## config.mk

```make
export PLATFORM = sky130hd
export DESIGN_NAME = otp_shadow_top
export DESIGN_NICKNAME = d
export VERILOG_FILES = /design/src/rtl/otp_shadow_pkg.sv /design/src/rtl/otp_shadow_ctl.sv /design/src/rtl/otp_shadow_dat.sv /design/src/rtl/otp_shadow_top.sv
export SDC_FILE = /design/constraint.sdc
export NUM_CORES = 1
export LEC_CHECK = 0
export ABC_AREA = 1
export BUFFER_PORTS_ARGS = -buffer_cell sky130_fd_sc_hd__buf_2
export CAP_MARGIN = 10
export CORE_MARGIN = 1.5
export CORE_UTILIZATION = 33
export CTS_CLUSTER_SIZE = 16
export DETAILED_ROUTE_END_ITERATION = 7
export PLACE_DENSITY = 0.82
export SYNTH_ARGS = -nofsm -noshare
export SYNTH_HDL_FRONTEND = slang
export SYNTH_SLANG_ARGS = --single-unit
```

## constraint.sdc

```tcl
create_clock -name clk -period 1.5 [get_ports clk]
set_clock_uncertainty 0.2 [all_clocks]
set_input_delay 0.15 -clock clk [delete_from_list [all_inputs] [get_ports clk]]
set_output_delay 0.15 -clock clk [all_outputs]
set_load 0.02 [all_outputs]
```

## src/rtl/otp_shadow_pkg.sv

```systemverilog
package otp_shadow_pkg;

  localparam int OFF_SHADOW    = 'h20;
  localparam int BIT_BUSY      = 8;
  localparam int BIT_ERR       = 9;
  localparam int BIT_OPEN      = 12;
  localparam int IDX_W         = 8;

  typedef enum logic [1:0] {
    OP_WRITE = 2'd0,
    OP_SET   = 2'd1,
    OP_CLR   = 2'd2,
    OP_TOG   = 2'd3
  } aliasOp_e;

  // strobes from the sequencer to the shadow storage
  typedef struct packed {
    logic             clearAll;
    logic             loadEn;
    logic [IDX_W-1:0] loadIdx;
    logic             shadowValid;
  } shadowStrb_t;

  function automatic logic applyAlias(aliasOp_e op, logic cur, logic mask);
    case (op)
      OP_SET:  return cur | mask;
      OP_CLR:  return cur & ~mask;
      OP_TOG:  return cur ^ mask;
      default: return mask;
    endcase
  endfunction

endpackage

```

## src/rtl/otp_shadow_ctl.sv

```systemverilog
module otp_shadow_ctl
  import otp_shadow_pkg::*;
#(
  parameter int ADDR_W      = 12,
  parameter int DATA_W      = 32,
  parameter int NUM_WORDS   = 32,
  parameter int BUSY_CYCLES = 32,
  parameter int ERR_INJECT  = 0
) (
  input  logic              clk,
  input  logic              rst,
  input  logic              wrEn,
  input  logic [ADDR_W-1:0] addr,
  input  logic [DATA_W-1:0] wrData,
  output logic [DATA_W-1:0] ctrlWord,
  output shadowStrb_t       strb,
  output logic              busy,
  output logic              open,
  output logic              err
);

  localparam int CNT_W = $clog2(BUSY_CYCLES + 1);
  localparam logic [CNT_W-1:0] LAST_CNT  = CNT_W'(BUSY_CYCLES - 1);
  localparam logic [CNT_W-1:0] LOAD_LIM  = CNT_W'(NUM_WORDS);

  logic             openQ, errQ, busyQ, loadedQ;
  logic             openN, errN, busyN, loadedN;
  logic [CNT_W-1:0] cntQ, cntN;
  logic             isCtrl, wrCtl, errRes, openRes;
  aliasOp_e         op;
  shadowStrb_t      strbN;
  logic             unusedData;

  assign unusedData = ^wrData;

  assign isCtrl  = (addr[ADDR_W-1:4] == '0) && (addr[1:0] == 2'b00);
  assign op      = aliasOp_e'(addr[3:2]);
  assign wrCtl   = wrEn && isCtrl;
  assign errRes  = applyAlias(op, errQ, wrData[BIT_ERR]);
  assign openRes = applyAlias(op, openQ, wrData[BIT_OPEN]);

  always_comb begin
    openN   = openQ;
    errN    = errQ;
    busyN   = busyQ;
    loadedN = loadedQ;
    cntN    = cntQ;
    strbN   = '0;

    if (wrCtl) begin
      errN = errQ & errRes;
      if (!busyQ) begin
        if (openRes && !openQ && !errQ) begin
          openN          = 1'b1;
          busyN          = 1'b1;
          cntN           = '0;
          loadedN        = 1'b0;
          strbN.clearAll = 1'b1;
        end else if (!openRes && openQ) begin
          openN   = 1'b0;
          loadedN = 1'b0;
        end
      end
    end

    if (busyQ) begin
      if (ERR_INJECT == 0 && cntQ < LOAD_LIM) begin
        strbN.loadEn  = 1'b1;
        strbN.loadIdx = IDX_W'(cntQ);
      end
      if (cntQ == LAST_CNT) begin
        busyN = 1'b0;
        cntN  = '0;
        if (ERR_INJECT != 0) errN = 1'b1;
        else                 loadedN = 1'b1;
      end else begin
        cntN = cntQ + 1'b1;
      end
    end

    strbN.shadowValid = openQ && loadedQ && !busyQ;
  end

  always_ff @(posedge clk) begin
    if (rst) begin
      openQ   <= 1'b0;
      errQ    <= 1'b0;
      busyQ   <= 1'b0;
      loadedQ <= 1'b0;
      cntQ    <= '0;
    end else begin
      openQ   <= openN;
      errQ    <= errN;
      busyQ   <= busyN;
      loadedQ <= loadedN;
      cntQ    <= cntN;
    end
  end

  always_comb begin
    ctrlWord           = '0;
    ctrlWord[BIT_OPEN] = openQ;
    ctrlWord[BIT_ERR]  = errQ;
    ctrlWord[BIT_BUSY] = busyQ;
  end

  assign strb = strbN;
  assign busy = busyQ;
  assign open = openQ;
  assign err  = errQ;

endmodule

```

## src/rtl/otp_shadow_dat.sv

```systemverilog
module otp_shadow_dat
  import otp_shadow_pkg::*;
#(
  parameter int ADDR_W    = 12,
  parameter int DATA_W    = 32,
  parameter int NUM_WORDS = 32,
  parameter logic [NUM_WORDS*DATA_W-1:0] FUSE = '0
) (
  input  logic              clk,
  input  logic              rst,
  input  shadowStrb_t       strb,
  input  logic              rdEn,
  input  logic [ADDR_W-1:0] addr,
  input  logic [DATA_W-1:0] ctrlWord,
  output logic [DATA_W-1:0] rdData
);

  localparam int WIDX_W = ADDR_W - 4;

  logic [DATA_W-1:0] shadowQ [NUM_WORDS];
  logic [ADDR_W-1:0] offs;
  logic [WIDX_W-1:0] wordIdx;
  logic              isCtrl, isShadow;
  logic [DATA_W-1:0] shadowSel;

  for (genvar i = 0; i < NUM_WORDS; i++) begin : g_word
    always_ff @(posedge clk) begin
      if (rst || strb.clearAll)
        shadowQ[i] <= '0;
      else if (strb.loadEn && strb.loadIdx == IDX_W'(i))
        shadowQ[i] <= FUSE[i*DATA_W +: DATA_W];
    end
  end

  assign offs     = addr - ADDR_W'(OFF_SHADOW);
  assign wordIdx  = offs[ADDR_W-1:4];
  assign isCtrl   = (addr[ADDR_W-1:4] == '0) && (addr[1:0] == 2'b00);
  assign isShadow = (addr >= ADDR_W'(OFF_SHADOW)) && (offs[3:0] == 4'h0) &&
                    (int'(wordIdx) < NUM_WORDS);

  always_comb begin
    shadowSel = '0;
    for (int i = 0; i < NUM_WORDS; i++)
      if (wordIdx == WIDX_W'(i)) shadowSel = shadowQ[i];
  end

  always_comb begin
    if (!rdEn)                           rdData = '0;
    else if (isCtrl)                     rdData = ctrlWord;
    else if (isShadow && strb.shadowValid) rdData = shadowSel;
    else                                 rdData = '0;
  end

endmodule

```

## src/rtl/otp_shadow_top.sv

```systemverilog
module otp_shadow_top
  import otp_shadow_pkg::*;
#(
  parameter int ADDR_W      = 12,
  parameter int DATA_W      = 32,
  parameter int NUM_WORDS   = 32,
  parameter int BUSY_CYCLES = 32,
  parameter int ERR_INJECT  = 0,
  parameter logic [NUM_WORDS*DATA_W-1:0] FUSE = '0
) (
  input  logic              clk,
  input  logic              rst,
  input  logic              wrEn,
  input  logic              rdEn,
  input  logic [ADDR_W-1:0] addr,
  input  logic [DATA_W-1:0] wrData,
  output logic [DATA_W-1:0] rdData
);

  shadowStrb_t       strb;
  logic [DATA_W-1:0] ctrlWord;
  logic              busyFlag, openFlag, errFlag;

  otp_shadow_ctl #(
    .ADDR_W(ADDR_W), .DATA_W(DATA_W), .NUM_WORDS(NUM_WORDS),
    .BUSY_CYCLES(BUSY_CYCLES), .ERR_INJECT(ERR_INJECT)
  ) u_ctl (
    .clk(clk), .rst(rst), .wrEn(wrEn), .addr(addr), .wrData(wrData),
    .ctrlWord(ctrlWord), .strb(strb),
    .busy(busyFlag), .open(openFlag), .err(errFlag)
  );

  otp_shadow_dat #(
    .ADDR_W(ADDR_W), .DATA_W(DATA_W), .NUM_WORDS(NUM_WORDS), .FUSE(FUSE)
  ) u_dat (
    .clk(clk), .rst(rst), .strb(strb), .rdEn(rdEn), .addr(addr),
    .ctrlWord(ctrlWord), .rdData(rdData)
  );

endmodule

```

==> results of run 1 <==
## Yosys cell counts
library cell	instances
o21ai_0	1
nand3_2	1
conb_1	1
nand2_1	14
a21oi_1	10
clkbuf_1	1
o21ai_1	2
nand4_1	1
nand3_1	11
ha_1	5
nor3_1	4
and2_1	1
nand2_4	1
buf_4	30
nand3b_1	2
o21bai_1	1
nor2_1	13
or2_0	1
or2_1	1
nor2_2	2
inv_1	16
nand2_2	1
dfxtp_1	9
o22ai_1	1
## what timing repair did
item	4_1_cts	5_1_grt
pin swaps	4	7
gates resized for setup	7	16
endpoints found under the hold margin	6	0
setup buffers	1	3
setup endpoints to repair	7	11
cloned	0	0
hold buffers	1	0
## worst max path at each step
stage / endpoint / slack [ps]
finish: u_ctl.cntQ[4] / -50
detailed placement: u_ctl.cntQ[4] / -50
CTS: u_ctl.cntQ[2] / 0.07
global placement: u_ctl.cntQ[4] / -30
floorplan: u_ctl.cntQ[4] / 20
global route: u_ctl.cntQ[4] / -90
## kinds of logic (layout without fill, tap and decap cells)
| group | after synthesis | after routing | share of synthesized area [%] |
|---|---|---|---|
| simple gates | 53 | 53 | 29.5 |
| buf+inv | 47 | 52 | 33.2 |
| compound gates | 15 | 15 | 9.05 |
| flops | 9 | 9 | 20.7 |
| fa+ha+maj | 5 | 5 | 7.18 |
| other cells | 1 | 29 | 0.431 |
## area by class of cell
cell class,instances,area [um^2]
Fill cell,256,1400
Multi-Input combinational cell,102,578
Timing Repair Buffer,32,195
Sequential cell,9,185
Clock buffer,4,26.3
Inverter,16,60.1
Tap cell,30,37.5
## worst max-delay path, cell delays in order (launching register included)
cell and delay, ps:
dfxtp_2 350, ha_4 140, nand2_2 70, nor2_4 120
buf_4 130, a21oi_1 60, or2_0 230, o21bai_1 160
inv_1 50
## routing by layer
layer  global-route usage (%)  share of wire [%]
met5                        0                  0
met4                     3.75               0.83
met3                     2.46                5.5
met2                     19.1                 52
met1                     13.8                 42
## sequential cells by signal, summed over array words and instances, names as in the netlist
register / count
u_ctl.cntQ: 6
u_ctl.err: 1
u_ctl.busy: 1
u_ctl.open: 1
## metrics by stage
| step | TNS (ps) | hold slack, ps | instances | instance area [um^2] | setup WS (ps) |
|---|---|---|---|---|---|
| finish | -54.1 | 122 | 193 | 1080 | -48.5 |
| floorplan | 0 | 212 | 158 | 976 | 17.2 |
| global route | -404 | 155 | 193 | 1080 | -90.9 |
| global placement | -76.0 | 239 | 184 | 937 | -33.9 |
| detailed placement | -131 | 236 | 184 | 937 | -50.0 |
| CTS | 0 | 122 | 190 | 1010 | 0.0739 |
## power by group through the flow
stage	logic [W]	clock network (W)	registers (W)
6_report	0.000132	0.000191	0.000239
3_5_place_dp	0.000120	0	0.000244
4_1_cts	0.000127	0.000195	0.000239
5_1_grt	0.000147	0.000209	0.000239
2_1_floorplan	0.000154	0	0.000244
3_3_place_gp	0.000119	0	0.000244
==> results.py, run 1 <==
metrics = {
    "yosys": {
        "ys_seq_area_share_pct": 20.7,
        "syn_area_per_cell_um2": 6.70,
        "synth_area_um2": 871,
        "syn-instance-count": 130,
        "ys_types": 24,
        "synth-seq-cells": 9,
        "synth_top_area_share_pct": 25.9,
        "yosysTopAreaCell": "buf_4",
        "synth_area_leaders": "buf_4, dfxtp_1, ha_1",
        "ys_warn_count": 0,
    },
    "die": {
        "io_pins": 80,
        "fp.coreArea_mm2": 0.00248,
        "start_util_pct": 35.2,
        "die-area_mm2": 0.00296,
        "rows": 18,
        "die_x_um": 54.4,
        "die_h_um": 54.4,
    },
    "cts": {
        "cts_buffers": 3,
        "htree_num_levels": 1,
        "clock-sinks": 9,
        "clock_latency_ps": 260,
        "clk_pin_slew_ps": 70,
        "cts_root_buf": "clkbuf_4",
        "clockBufferDepth": 2,
        "cts_tree": "yes",
    },
    "global_route": {
        "grt_pass1_vias": 641,
        "overflow": 0,
        "grt_util_all_layers_pct": 11.2,
        "grt_pass1_wl_um": 2460,
        "grt_max_degree": 10,
        "grt_antenna_before_repair": 0,
    },
    "pwr": {
        "leakagePower_nw": 0.554,
        "p_int_w": 0.000374,
        "p_seq_share_pct": 42.5,
        "power.total_w": 0.000562,
        "p_per_area_mw_per_mm2": 519,
        "pwr-share-comb_pct": 23.4,
        "pwr-share-clk_pct": 34.1,
        "max-vdd-ir-drop_mv": 0.288,
        "swShare_pct": 33.4,
        "switchingPower_w": 0.000188,
    },
    "timing": {
        "grt_setup_unrepaired": "true",
        "finalCritPeriodShare_pct": 103,
        "finalSetupViolations": 2,
        "period_needed_ps": 1550,
        "hold_violations": 0,
        "fmax_ghz": 0.646,
        "setup_ws_ps": -48.5,
        "maxSlewViolCount": 0,
    },
    "status": {
        "status": "finished with violations",
        "violations": "setup timing",
    },
    "min_path": {
        "hold_end": "u_ctl.open",
        "holdCritStartpoint": "wrEn",
        "worstHoldPathType": "in2reg",
        "min_path_cells": 4,
    },
    "final_layout": {
        "fin_nets": 217,
        "final_cell_mix": "conb_1, buf_2, inv_1",
        "syn_to_final_growth_pct": 24.3,
        "final_common_cell": "conb_1",
        "diodes": 0,
        "final_core_util_pct": 43.7,
        "drive_gt1_share_pct": 35.6,
    },
    "critical_path": {
        "r2r_setup_slack_ps": -50,
        "cp-end-kind": "register",
        "cp_max_fo": 2,
        "worstPathRequired_ps": 1510,
        "rr_startpoint": "u_ctl.cntQ[1]",
        "criticalPathCategory": "reg2reg",
        "worstReg2RegEnd": "u_ctl.cntQ[4]",
        "arrival_ps": 1560,
        "cp-start-kind": "register",
        "crit_start": "u_ctl.cntQ[1]",
        "r2r_cells": 8,
    },
    "placed_design": {
        "place.gp.congestion": 0.772,
        "portBuffers": 20,
        "dpl.hpwl_um": 1220,
    },
    "route": {
        "wl_per_cell_um": 8.78,
        "drtIter0Drc": 20,
        "ant_nets": 0,
        "post_drt_via_cell_ratio": 4.20,
        "first_pass_iters": 4,
        "drc": 0,
        "totalWireLength_um": 1700,
        "via_count": 811,
    },
    "job": {
        "maxCapViolCount": 0,
    },
}
(Power assumes the default switching activity.)
==> run 2, diff against run 1 <==
Settings changed: CORE_UTILIZATION 33 to 34, CTS_BUF_LIST from default to sky130_fd_sc_hd__clkbuf_8, PLACE_DENSITY 0.82 to 0.84, RECOVER_POWER from default to 100, SLEW_MARGIN from default to 20.
==> run 2 against run 1 <==
Count of clock-buffer cells in the layout is 1 lower. Highest routed layer unchanged. First-iteration DRC count shrank 55%. Wire length is 7.4% higher. The flow still finishes with violations (setup timing). Sequential power is essentially flat. Utilization is 2.0 points higher. Register-to-register slack gained 30 ps. Setup slack worse by 8.2 ps. Critical path depth decreased by 2. Sequential cell count unchanged. Non-clock buffer count is 1 lower. Power grew 16%. Critical path type is now reg2out.
==> results.py, run 2 (synthesized netlist as in run 1, its figures left out) <==
metrics = {
    "status": {
        "status": "finished with violations",
        "violations": "setup timing",
    },
    "placed_design": {
        "portBuffers": 20,
        "dpl.hpwl_um": 1250,
        "dp_cells": 183,
        "place.gp.congestion": 0.784,
    },
    "pwr": {
        "p_seq_share_pct": 36.6,
        "power.total_w": 0.000655,
        "pwr-share-clk_pct": 42.8,
        "swShare_pct": 31.1,
        "max-vdd-ir-drop_mv": 0.322,
        "p_int_w": 0.000451,
        "switchingPower_w": 0.000204,
        "leakagePower_nw": 0.556,
        "p_per_area_mw_per_mm2": 583,
        "pwr-share-comb_pct": 20.6,
    },
    "route": {
        "wl_per_cell_um": 9.48,
        "post_drt_via_cell_ratio": 4.28,
        "drtIter0Drc": 9,
        "drc": 0,
        "totalWireLength_um": 1820,
        "first_pass_iters": 6,
        "via_count": 822,
        "ant_nets": 0,
    },
    "critical_path": {
        "worstPathBufferInverterCount": 5,
        "slowest_stage": "dfxtp_2",
        "cp-end-kind": "primary output",
        "arrival_ps": 1210,
        "path_cells": "inv_2, buf_4, buf_4, buf_4, nor2_2, buf_6",
        "worst_path_most_repeated_cell": "buf_4",
        "slowest_delay_ps": 320,
        "worstPathRequired_ps": 1150,
        "path_delay_family": "buffers and inverters",
        "cp-start-kind": "register",
        "criticalPathCategory": "reg2out",
        "cp_max_fo": 2,
    },
    "global_route": {
        "use_met1_pct": 15.0,
        "grt_max_degree": 10,
        "grtUsageMet3_pct": 0.833,
        "grt_antenna_before_repair": 0,
        "gr-usage-met2_pct": 27.2,
        "top_usage_layer": "met2",
        "grt_util_all_layers_pct": 14.1,
        "overflow": 0,
        "grt_pass1_vias": 714,
        "grt_pass1_wl_um": 2900,
    },
    "timing": {
        "hold_violations": 0,
        "maxSlewViolCount": 0,
        "fmax_ghz": 0.642,
        "setup_ws_ps": -56.7,
        "grt_setup_unrepaired": "true",
        "tns_ps": -106,
        "period_needed_ps": 1560,
        "finalSetupViolations": 5,
        "finalCritPeriodShare_pct": 104,
    },
    "cts": {
        "cts_root_buf": "clkbuf_8",
        "clk_pin_slew_ps": 50,
        "cts_buffers": 3,
        "cts_tree": "yes",
        "postCtsHoldBufs": 0,
        "clockBufferDepth": 2,
        "clock_latency_ps": 230,
        "clock-sinks": 9,
        "htree_num_levels": 1,
    },
    "final_layout": {
        "final_cell_mix": "conb_1, buf_2, inv_1",
        "diodes": 0,
        "final_core_util_pct": 45.7,
        "regMostFlops": "u_ctl.cntQ",
        "instances_no_fill": 192,
        "syn_to_final_growth_pct": 28.9,
        "final_common_cell": "conb_1",
        "largest_register_ffs": 6,
        "fin_nets": 216,
        "drive_gt1_share_pct": 41.4,
    },
    "die": {
        "rows": 18,
        "start_util_pct": 35.5,
        "die_x_um": 53.6,
        "die_h_um": 53.6,
        "fp.coreArea_mm2": 0.00245,
        "io_pins": 80,
        "die-area_mm2": 0.00287,
    },
    "job": {
        "maxCapViolCount": 0,
    },
    "min_path": {
        "worstHoldPathType": "in2reg",
    },
}
==> run 2: changes by cell type in the layout (fill, tap and decap cells not counted), sizes merged <==
cell and delta:
buf -2, clkbuf +1, dlygate4sd3 -1, inv +1
==> run 2: cell type report <==
cell class,count,area [um^2]
clock buffer,3,41.3
clock inverter,1,3.75
fill,255,1330
inverter,16,60.1
multi-input combinational,102,607
sequential,9,184
tap,30,37.5
timing repair buffer,31,189
==> run 2: final timing paths <==
| check | slack, ps | cells past startpoint | start | end |
|---|---|---|---|---|
| setup / recovery | -60 | 6 | u_ctl.open | rdData[12] |
| hold / removal | 20 | 2 | rst | u_ctl.cntQ[1] |
| setup reg to reg | -20 | 9 | u_ctl.open | u_ctl.cntQ[4] |
| hold reg to reg | 270 | 2 | u_ctl.cntQ[5] | u_ctl.cntQ[5] |
==> run 2: power groups by stage <==
stage               Clock, W  Combinational, W  Sequential (W)
floorplan                  0          0.000154        0.000244
global placement           0          0.000119        0.000244
detailed placement         0          0.000123        0.000244
CTS                 0.000283          0.000128        0.000240
global route        0.000301          0.000148        0.000239
finish              0.000280          0.000135        0.000240
==> run 2: what timing repair did <==
action,CTS,global route
gates resized for setup,10,23
buffers inserted,1,4
setup endpoints to repair,7,9
pin swaps,5,14
==> run 2: metrics by stage <==
step / instance area, um^2 / hold slack [ps] / setup WS [ps]
floorplan: 976 / 212 / 17.2
global placement: 930 / 247 / -44.2
detailed placement: 930 / 257 / -76.8
CTS: 1020 / 7.96 / -22.7
global route: 1120 / 20.7 / -105
finish: 1120 / 15.7 / -56.7
==> run 2: routing by layer <==
layer | part of all wire (%) | wire length (um)
met5 | 0 | 0
met4 | 1.8 | 32
met3 | 4.1 | 74
met2 | 54 | 984
met1 | 40 | 728
==> run 2: worst reg2reg max path, stage by stage (launching register included) <==
cell and delay (ps):
dfxtp_2 320, inv_2 50, ha_4 260, nand3_2 80, nand3_2 90, nand3_2 60
nand2_2 70, nand2_4 90, o21bai_1 140, inv_1 50
